**config.mk**
```make
export PLATFORM = sky130hd
export DESIGN_NAME = link_fault_localizer
export DESIGN_NICKNAME = d
export VERILOG_FILES = /design/src/rtl/lfl_pkg.sv /design/src/rtl/lfl_qualify.sv /design/src/rtl/lfl_cell.sv /design/src/rtl/lfl_window.sv /design/src/rtl/link_fault_localizer.sv
export SDC_FILE = /design/constraint.sdc
export NUM_CORES = 1
export LEC_CHECK = 0
export BUFFER_PORTS_ARGS = -buffer_cell sky130_fd_sc_hd__buf_2
export CORE_MARGIN = 4
export CORE_UTILIZATION = 49
export CTS_BUF_LIST = sky130_fd_sc_hd__clkbuf_16
export CTS_CLUSTER_SIZE = 14
export DETAILED_ROUTE_END_ITERATION = 8
export HOLD_SLACK_MARGIN = 0.12
export PLACE_DENSITY = 0.68
export RECOVER_POWER = 50
export SLEW_MARGIN = 0
export SYNTH_ARGS = -nofsm -noshare
export SYNTH_HDL_FRONTEND = slang
export SYNTH_SLANG_ARGS = --single-unit
```
**constraint.sdc**
```tcl
create_clock -name clk -period 3 [get_ports clk]
set_input_delay 0.3 -clock clk [delete_from_list [all_inputs] [get_ports clk]]
set_output_delay 0.3 -clock clk [all_outputs]
set_load 0.01 [all_outputs]
```
**src/rtl/lfl_pkg.sv**
```systemverilog
package lfl_pkg;
   // width of a counter that must hold values 0..max_val
   function automatic int width_for(input int max_val);
      return (max_val < 2) ? 1 : $clog2(max_val + 1);
   endfunction
endpackage

```
**src/rtl/lfl_qualify.sv**
```systemverilog
module lfl_qualify #(
   parameter int ROWS = 4,
   parameter int COLS = 4
) (
   input  logic            valid_i,
   input  logic            multi_i,
   input  logic [ROWS-1:0] row_i,
   input  logic [COLS-1:0] col_i,
   output logic [ROWS-1:0] row_sel_o,
   output logic [COLS-1:0] col_sel_o
);
   logic accept;

   always_comb begin
      accept    = valid_i && !multi_i && $onehot(row_i) && $onehot(col_i);
      row_sel_o = accept ? row_i : '0;
      col_sel_o = accept ? col_i : '0;
   end
endmodule

```
**src/rtl/lfl_cell.sv**
```systemverilog
module lfl_cell #(
   parameter int CNT_W = 4
) (
   input  logic             clk,
   input  logic             rst_n,
   input  logic             zero_i,
   input  logic             hit_i,
   input  logic [CNT_W-1:0] thres_i,
   output logic             mark_o
);
   generate
      if (CNT_W == 1) begin : g_flag
         logic seen_q;
         logic seen_nxt;
         always_comb begin
            seen_nxt = seen_q | hit_i;
            mark_o   = ({1'b0, seen_nxt} >= {1'b0, thres_i});
         end
         always_ff @(posedge clk or negedge rst_n) begin
            if (!rst_n)      seen_q <= 1'b0;
            else if (zero_i) seen_q <= 1'b0;
            else             seen_q <= seen_nxt;
         end
      end else begin : g_count
         logic [CNT_W-1:0] cnt_q;
         logic [CNT_W-1:0] cnt_nxt;
         always_comb begin
            if (hit_i && (cnt_q != {CNT_W{1'b1}})) cnt_nxt = cnt_q + 1'b1;
            else                                   cnt_nxt = cnt_q;
            mark_o = (cnt_nxt >= thres_i);
         end
         always_ff @(posedge clk or negedge rst_n) begin
            if (!rst_n)      cnt_q <= '0;
            else if (zero_i) cnt_q <= '0;
            else             cnt_q <= cnt_nxt;
         end
      end
   endgenerate
endmodule

```
**src/rtl/lfl_window.sv**
```systemverilog
module lfl_window #(
   parameter int WIN_W = 11
) (
   input  logic             clk,
   input  logic             rst_n,
   input  logic             clr_i,
   input  logic             valid_i,
   input  logic [WIN_W-1:0] len_i,
   output logic             close_o,
   output logic             done_o
);
   logic [WIN_W-1:0] seen_q;
   logic [WIN_W:0]   seen_inc;

   always_comb begin
      seen_inc = {1'b0, seen_q} + 1'b1;
      close_o  = valid_i && !clr_i && (seen_inc >= {1'b0, len_i});
   end

   always_ff @(posedge clk or negedge rst_n) begin
      if (!rst_n) begin
         seen_q <= '0;
         done_o <= 1'b0;
      end else begin
         done_o <= close_o;
         if (clr_i || close_o) seen_q <= '0;
         else if (valid_i)     seen_q <= seen_inc[WIN_W-1:0];
      end
   end
endmodule

```
**src/rtl/link_fault_localizer.sv**
```systemverilog
module link_fault_localizer #(
   parameter int ROWS    = 4,
   parameter int COLS    = 4,
   parameter int CNT_W   = 4,
   parameter int WIN_MAX = 1024,
   parameter int WIN_W   = lfl_pkg::width_for(WIN_MAX)
) (
   input  logic                 clk,
   input  logic                 rst_n,
   input  logic                 clr,
   input  logic                 flit_valid,
   input  logic [ROWS-1:0]      row_syn,
   input  logic [COLS-1:0]      col_syn,
   input  logic                 multi_err,
   input  logic [CNT_W-1:0]     thres,
   input  logic [WIN_W-1:0]     win_len,
   output logic [ROWS*COLS-1:0] fault_map,
   output logic                 window_done
);
   localparam int POS = ROWS * COLS;

   if (ROWS < 1 || COLS < 1) begin : g_bad_dim
      $error("link_fault_localizer: ROWS and COLS must be positive");
   end
   if (CNT_W < 1 || CNT_W > 16) begin : g_bad_cnt
      $error("link_fault_localizer: CNT_W out of range");
   end
   if (WIN_W < lfl_pkg::width_for(WIN_MAX)) begin : g_bad_win
      $error("link_fault_localizer: WIN_W too narrow for WIN_MAX");
   end

   logic [ROWS-1:0] row_sel;
   logic [COLS-1:0] col_sel;
   logic [POS-1:0]  mark;
   logic            close;

   lfl_qualify #(.ROWS(ROWS), .COLS(COLS)) u_qual (
      .valid_i   (flit_valid),
      .multi_i   (multi_err),
      .row_i     (row_syn),
      .col_i     (col_syn),
      .row_sel_o (row_sel),
      .col_sel_o (col_sel)
   );

   lfl_window #(.WIN_W(WIN_W)) u_win (
      .clk     (clk),
      .rst_n   (rst_n),
      .clr_i   (clr),
      .valid_i (flit_valid),
      .len_i   (win_len),
      .close_o (close),
      .done_o  (window_done)
   );

   for (genvar r = 0; r < ROWS; r++) begin : g_row
      for (genvar c = 0; c < COLS; c++) begin : g_col
         lfl_cell #(.CNT_W(CNT_W)) u_cell (
            .clk     (clk),
            .rst_n   (rst_n),
            .zero_i  (clr | close),
            .hit_i   (row_sel[r] & col_sel[c]),
            .thres_i (thres),
            .mark_o  (mark[r*COLS+c])
         );
      end
   end

   always_ff @(posedge clk or negedge rst_n) begin
      if (!rst_n)     fault_map <= '0;
      else if (close) fault_map <= mark;
   end
endmodule

```
==> Word-level counts from Yosys, hierarchy flattened <==
Cells that the tools add are included.
{ "classes": {"addsub": 23, "reduce_logical": 25, "muxes": 36, "n_bitwise": 17, "n_lt_le_gt_ge": 17, "eq_ne": 18} }
{ "op_table": {"columns": ["operator", "count"], "rows": [
  ["$mux W4", 34],
  ["$add A4 B1 Y4 const B", 16],
  ["$ge A4 B4 Y1", 16],
  ["$ne A4 B4 Y1 const B", 16],
  ["$mux W11", 2],
  ["$logic_and A1 B1 Y1", 21],
  ["$and A1 B1 Y1", 16],
  ["$add A11 B1 Y12 const B", 1],
  ["$ge A12 B11 Y1", 1],
  ["$add A1 B1 Y2", 4],
  ["$add A3 B3 Y3", 2],
  ["$eq A3 B1 Y1 const B", 2],
  ["$logic_not A1 Y1", 2],
  ["$reduce_bool A2 Y1", 1],
  ["$logic_or A1 B1 Y1", 1],
  ["$or A1 B1 Y1", 1]
]} }
{ "word_totals": {"ff_bits": 92, "out_inout_bits": 17} }

==> Depth between registers and ports, before layout <==
{ "depth": {"word_depth": 10, "mapped_depth": 14, "depth_no_buf": 13} }

==> Hierarchy <==
A second synthesis with hierarchy kept.
{ "unflattened": {"cells_unflattened": 777, "hier_area_um2": 7195.7} }
{ "by_module_without_submodules": {"columns": ["module", "area_per_inst_um2", "instances", "cells_per_inst", "seq_area_each_um2"], "rows": [
  ["lfl_cell", 324.1, 16, 37, 100.1],
  ["lfl_window", 1006.0, 1, 105, 300.3],
  ["link_fault_localizer", 752.0, 1, 51, 400.4],
  ["lfl_qualify", 252.7, 1, 29, 0.0]
]} }

==> Worst setup path after synthesis <==
No wires, ideal clock.
{ "synth_path": {"kind": "input to register", "startpoint": "in row_syn[2]", "endpoint": "reg fault_map[11]", "setup_ns": 0.125, "t_arrival_ns": 3.215, "path_slack_ns": -0.340, "required_ns": 2.875, "stages": 13, "cell_sequence": "ha_1 > ha_1 > fa_1 > nor4b_2 > nand3_1 > buf_2 > nor2_1 > mux2_2 > ha_1 > a21o_1 > a21o_1 > a21oi_1 > mux2i_1"} }
{ "synth_between": {"elab_chain_len": 10, "elab_cells_between_ends": 11, "classes_between": "add/sub: 2; order compare: 1; eq/ne: 1; mux: 3; bitwise: 1; reduce/logical: 3"} }
{ "synth_lines": {"columns": ["item", "line_no", "rtl"], "rows": [
  ["start, declared", "link_fault_localizer.sv:12", "input logic [ROWS-1:0] row_syn,"],
  ["$add A1 B1 Y2 (implied by the code)", "lfl_qualify.sv:15", "accept = valid_i && !multi_i && $onehot(row_i) && $onehot(col_i);"],
  ["$add A3 B3 Y3 (implied by the code)", "lfl_qualify.sv:15", null],
  ["$eq A3 B1 Y1", "lfl_qualify.sv:15", null],
  ["$logic_and A1 B1 Y1 (2 in a row)", "lfl_qualify.sv:15", null],
  ["$mux W4 (on tied branches)", "lfl_qualify.sv:16, lfl_qualify.sv:17", null],
  ["$and A1 B1 Y1 *", "link_fault_localizer.sv:62", ".hit_i (row_sel[r] & col_sel[c]),"],
  ["$logic_and A1 B1 Y1 *", "lfl_cell.sv:28", "if (hit_i && (cnt_q != {CNT_W{1'b1}})) cnt_nxt = cnt_q + 1'b1;"],
  ["$mux W4 *", "lfl_cell.sv:28", null],
  ["$ge A4 B4 Y1 *", "lfl_cell.sv:30", "mark_o = (cnt_nxt >= thres_i);"],
  ["end signal, assigned", "link_fault_localizer.sv:71", "else if (close) fault_map <= mark;"],
  ["end, declared", "link_fault_localizer.sv:17", "output logic [ROWS*COLS-1:0] fault_map,"]
]} }
Every way passes the cells marked *; elsewhere a longest branch is shown, timed or not.
A chain may end at the register's enable or synchronous reset.

==> Worst setup path after layout <==
{ "layout_path": {"startpoint": "in row_syn[1]", "endpoint": "reg fault_map[15]"} }
{ "layout_between": {"elab_chain_len": 10, "elab_cells_between_ends": 11, "classes_between": "add/sub: 2; order compare: 1; eq/ne: 1; mux: 3; bitwise: 1; reduce/logical: 3"} }
{ "layout_lines": {"columns": ["item", "line_no"], "rows": [
  ["$add A1 B1 Y2 (implied by the code) *", "lfl_qualify.sv:15"],
  ["$add A3 B3 Y3 (implied by the code) *", "lfl_qualify.sv:15"],
  ["$eq A3 B1 Y1 *", "lfl_qualify.sv:15"],
  ["$logic_and A1 B1 Y1 * (2 in a row)", "lfl_qualify.sv:15"],
  ["$mux W4 (on tied branches)", "lfl_qualify.sv:16, lfl_qualify.sv:17"],
  ["$and A1 B1 Y1 *", "link_fault_localizer.sv:62"],
  ["$logic_and A1 B1 Y1 *", "lfl_cell.sv:28"],
  ["$mux W4 *", "lfl_cell.sv:28"],
  ["$ge A4 B4 Y1 *", "lfl_cell.sv:30"]
]} }
Marked as above.

==> run_results.csv <==
group,metric,value,unit
place,hpwl,9997,µm
detailed_routing,drtAntennaViolNets,0,
clocking,htreeDepth,3,
clocking,cts_sinks,92,
finish,area_growth,25.99,%
power_and_ir_drop,power.total,2.776,mW
timing,timing.fmax,331.8,MHz
detailed_routing,wl_per_cell,16.26,µm
outcome,outcome,"finished, violations left",
power_and_ir_drop,power.density,340.1,nW/µm²
yosys,synth_flop_cell,"dfrtp_1",
setup_path,path_max_fanout,5,
yosys,yosysWarnings,0,
global_route,first_global_vias,4881,
setup_path,path_delay_family,"adder cells",
yosys,synthDistinctLibCells,42,
finish,finalInstanceArea,8163,µm²
timing,tightest_slew,1223,ps
yosys,syn_inst,642,
timing,fin_ws,-14.14,ps
floorplan,boundaryPins,45,
yosys,synth-async-reset-ratio,1.000,
timing,timing.hold.ws,383.3,ps
timing,min_period,3014,ps
yosys,synth_fp_nets,770,
finish,final_common_cell,"dfrtp_1",
setup_path,r2r_setup_slack,160,ps
power_and_ir_drop,max-vdd-ir-drop,0.3555,mV
setup_path,path_class,"in -> reg",
global_route,grt_pass1_wl,24140,µm
place,place.gp.congestion,0.8506,
timing,finClkSkew,9.375,ps
setup_path,r2r-start,"u_win.seen_q[4]",
timing,fin_setup_tns,-14.14,ps
timing,finalSetupViolCount,1,
finish,stdcell_count,903,
yosys,synth_area,6479,µm²
finish,nets,854,
finish,final_core_util,0.6390,
hold_path,holdPathEnd,"fault_map[13]",
clocking,cts_tree,"built",
clocking,numCtsBuffers,9,
timing,hold_viol,0,
yosys,ys_ff_latch,92,
floorplan,dieArea,15130,µm²
yosys,synth_top_area_frac,0.3553,
outcome,violations,"negative setup slack",
setup_path,cp.required,3240,ps
timing,slew_violations,0,
power_and_ir_drop,p_leak,4.112,nW
finish,n_fill_cell,1029,
hold_path,hold_start,"clr",
setup_path,reg2regPathDepth,10,
setup_path,r2r-end,"g_row[3].g_col[3].u_cell.g_count.cnt_q[3]",
setup_path,cp-end-kind,"register",
detailed_routing,wirelength,14690,µm
clocking,clk_latency,360,ps
global_route,antenna_found_initial,0,
place,numPlacedInstances,878,
detailed_routing,vias,4827,
setup_path,path_cells,"buf_8, ha_4, ha_4, fa_1, nor4b_4, buf_6, nand3_4, buf_4, nor2_4, mux2_4, ha_1, a21o_1, a21o_1, a21oi_2, mux2i_1",
global_route,grt_overflow,0,
yosys,synth_area_leaders,"dfrtp_1, ha_1, nor2b_1, xor2_1, a21o_1",
timing,period_share,1.005,
finish,antenna_cells,0,
setup_path,slowest_delay,480,ps
detailed_routing,first_pass_iters,4,
setup_path,crit_buf_inv,3,
setup_path,critPathSlowestCell,"fa_1",
yosys,avgSynthCellArea,10.09,µm²
floorplan,initial_utilization,0.5072,
clocking,cts_max_path_buffers,2,
clocking,cts_root_buf,"clkbuf_16",
global_route,grt_max_degree,65,
detailed_routing,via_per_inst,5.346,
setup_path,crit_start,"row_syn[1]",
yosys,yosys.area.top_type,"dfrtp_1",
place,place_area,7438,µm²
timing,rsz0062_at_grt,"yes",
hold_path,hold_depth,3,
detailed_routing,drt_iter0_markers,183,
timing,slew_headroom,0.1847,
floorplan,die_x,123.0,µm
run,drv_cap,0,
yosys,synth_seq_area_share,0.3553,
setup_path,cp-start-kind,"input pin",
place,portBuffers,44,
finish,final_layout_size_suffix_gt1_frac,0.2599,
detailed_routing,drc,0,
place,pre_cts_slack,-485.7,ps
global_route,grt_usage,0.2061,
hold_path,worstHoldPathType,"in -> reg",
floorplan,core,12770,µm²
floorplan,placementRows,41,
yosys,synth-edff-count,0,
setup_path,arrival,3250,ps
floorplan,chipHeight,123.0,µm
finish,final_cell_mix,"dfrtp_1, ha_1, nor2b_1",
clocking,clk_pin_slew,70,ps
final cells by class:
type | instances | area (µm²) | area share
inverters | 45 | 168.9 | 0.02069
repair buffers | 91 | 656.9 | 0.08047
clock inverters | 7 | 66.31 | 0.008124
well taps | 172 | 215.2 | 0.02636
flip-flops and latches | 92 | 2305 | 0.2823
clock buffers | 9 | 225.2 | 0.02759
multi-input cells | 487 | 4526 | 0.5544
report_power, final:
group          switching [mW]  internal (mW)
registers              0.0113           1.25
logic                   0.214          0.159
clock network           0.496          0.641
total                   0.722           2.05
cells by family after synthesis:
group,Yosys count,synth area share
AND/OR/NAND/NOR,222,0.1868
buffers and inverters,63,0.04287
XOR/XNOR,57,0.07706
multiplexers,34,0.05581
AO/OA/AOI/OAI,74,0.08671
flip-flops,92,0.3553
adder cells (fa/ha/maj),100,0.1954
worst register-to-register path: cells and delay by family (launching register included):
| kind | cells | cell delay, ps |
|---|---|---|
| buf+inv | 1 | 200 |
| xor+xnor | 1 | 150 |
| flops | 1 | 420 |
| simple gates | 4 | 760 |
| fa+ha+maj | 1 | 300 |
| compound gates | 3 | 940 |
routing by layer:
metal,vias to the layer above,share of wire,global-route usage
li1,2385,-,-
met1,2361,0.44,0.2669
met2,63,0.51,0.3536
met3,18,0.033,0.04026
met4,0,0.016,0.05606
met5,-,0,0
synthesized netlist by cell type, types with 2 or more instances:
library cell / n
mux2_2: 17
and3_1: 3
nand4_1: 2
a22o_1: 5
nand3_1: 47
mux2i_1: 17
o21ai_0: 3
a21oi_1: 20
ha_1: 98
inv_1: 45
a32o_1: 6
nor3_1: 23
buf_2: 14
a211oi_1: 2
nor2_1: 44
dfrtp_1: 92
nand2b_1: 16
nand2_1: 21
fa_1: 2
xor2_1: 36
nor3_2: 6
nor2b_1: 52
a21o_1: 32
xnor2_1: 21
registers in the layout, indices dropped and copies added (netlist names):
signal	flops
u_win.done_o	1
g_row.g_col.u_cell.g_count.cnt_q	64
fault_map	16
u_win.seen_q	11
worst max-delay path by stage:
stage               cells past startpoint  slack (ps)       endpoint
floorplan                              12        -150   fault_map[4]
global placement                       14        -510   fault_map[0]
detailed placement                     14        -490   fault_map[8]
CTS                                    15          -9  fault_map[11]
global route                           15        -130  fault_map[15]
finish                                 15         -10  fault_map[15]
what timing repair did:
item	in CTS	in global routing
setup buffers	4	4
hold endpoints to repair	45	0
gates resized for setup	42	43
hold buffers	1	0
pin swaps	21	21
setup endpoints to repair	16	80
No activity file was read; power rests on OpenSTA's default activity.
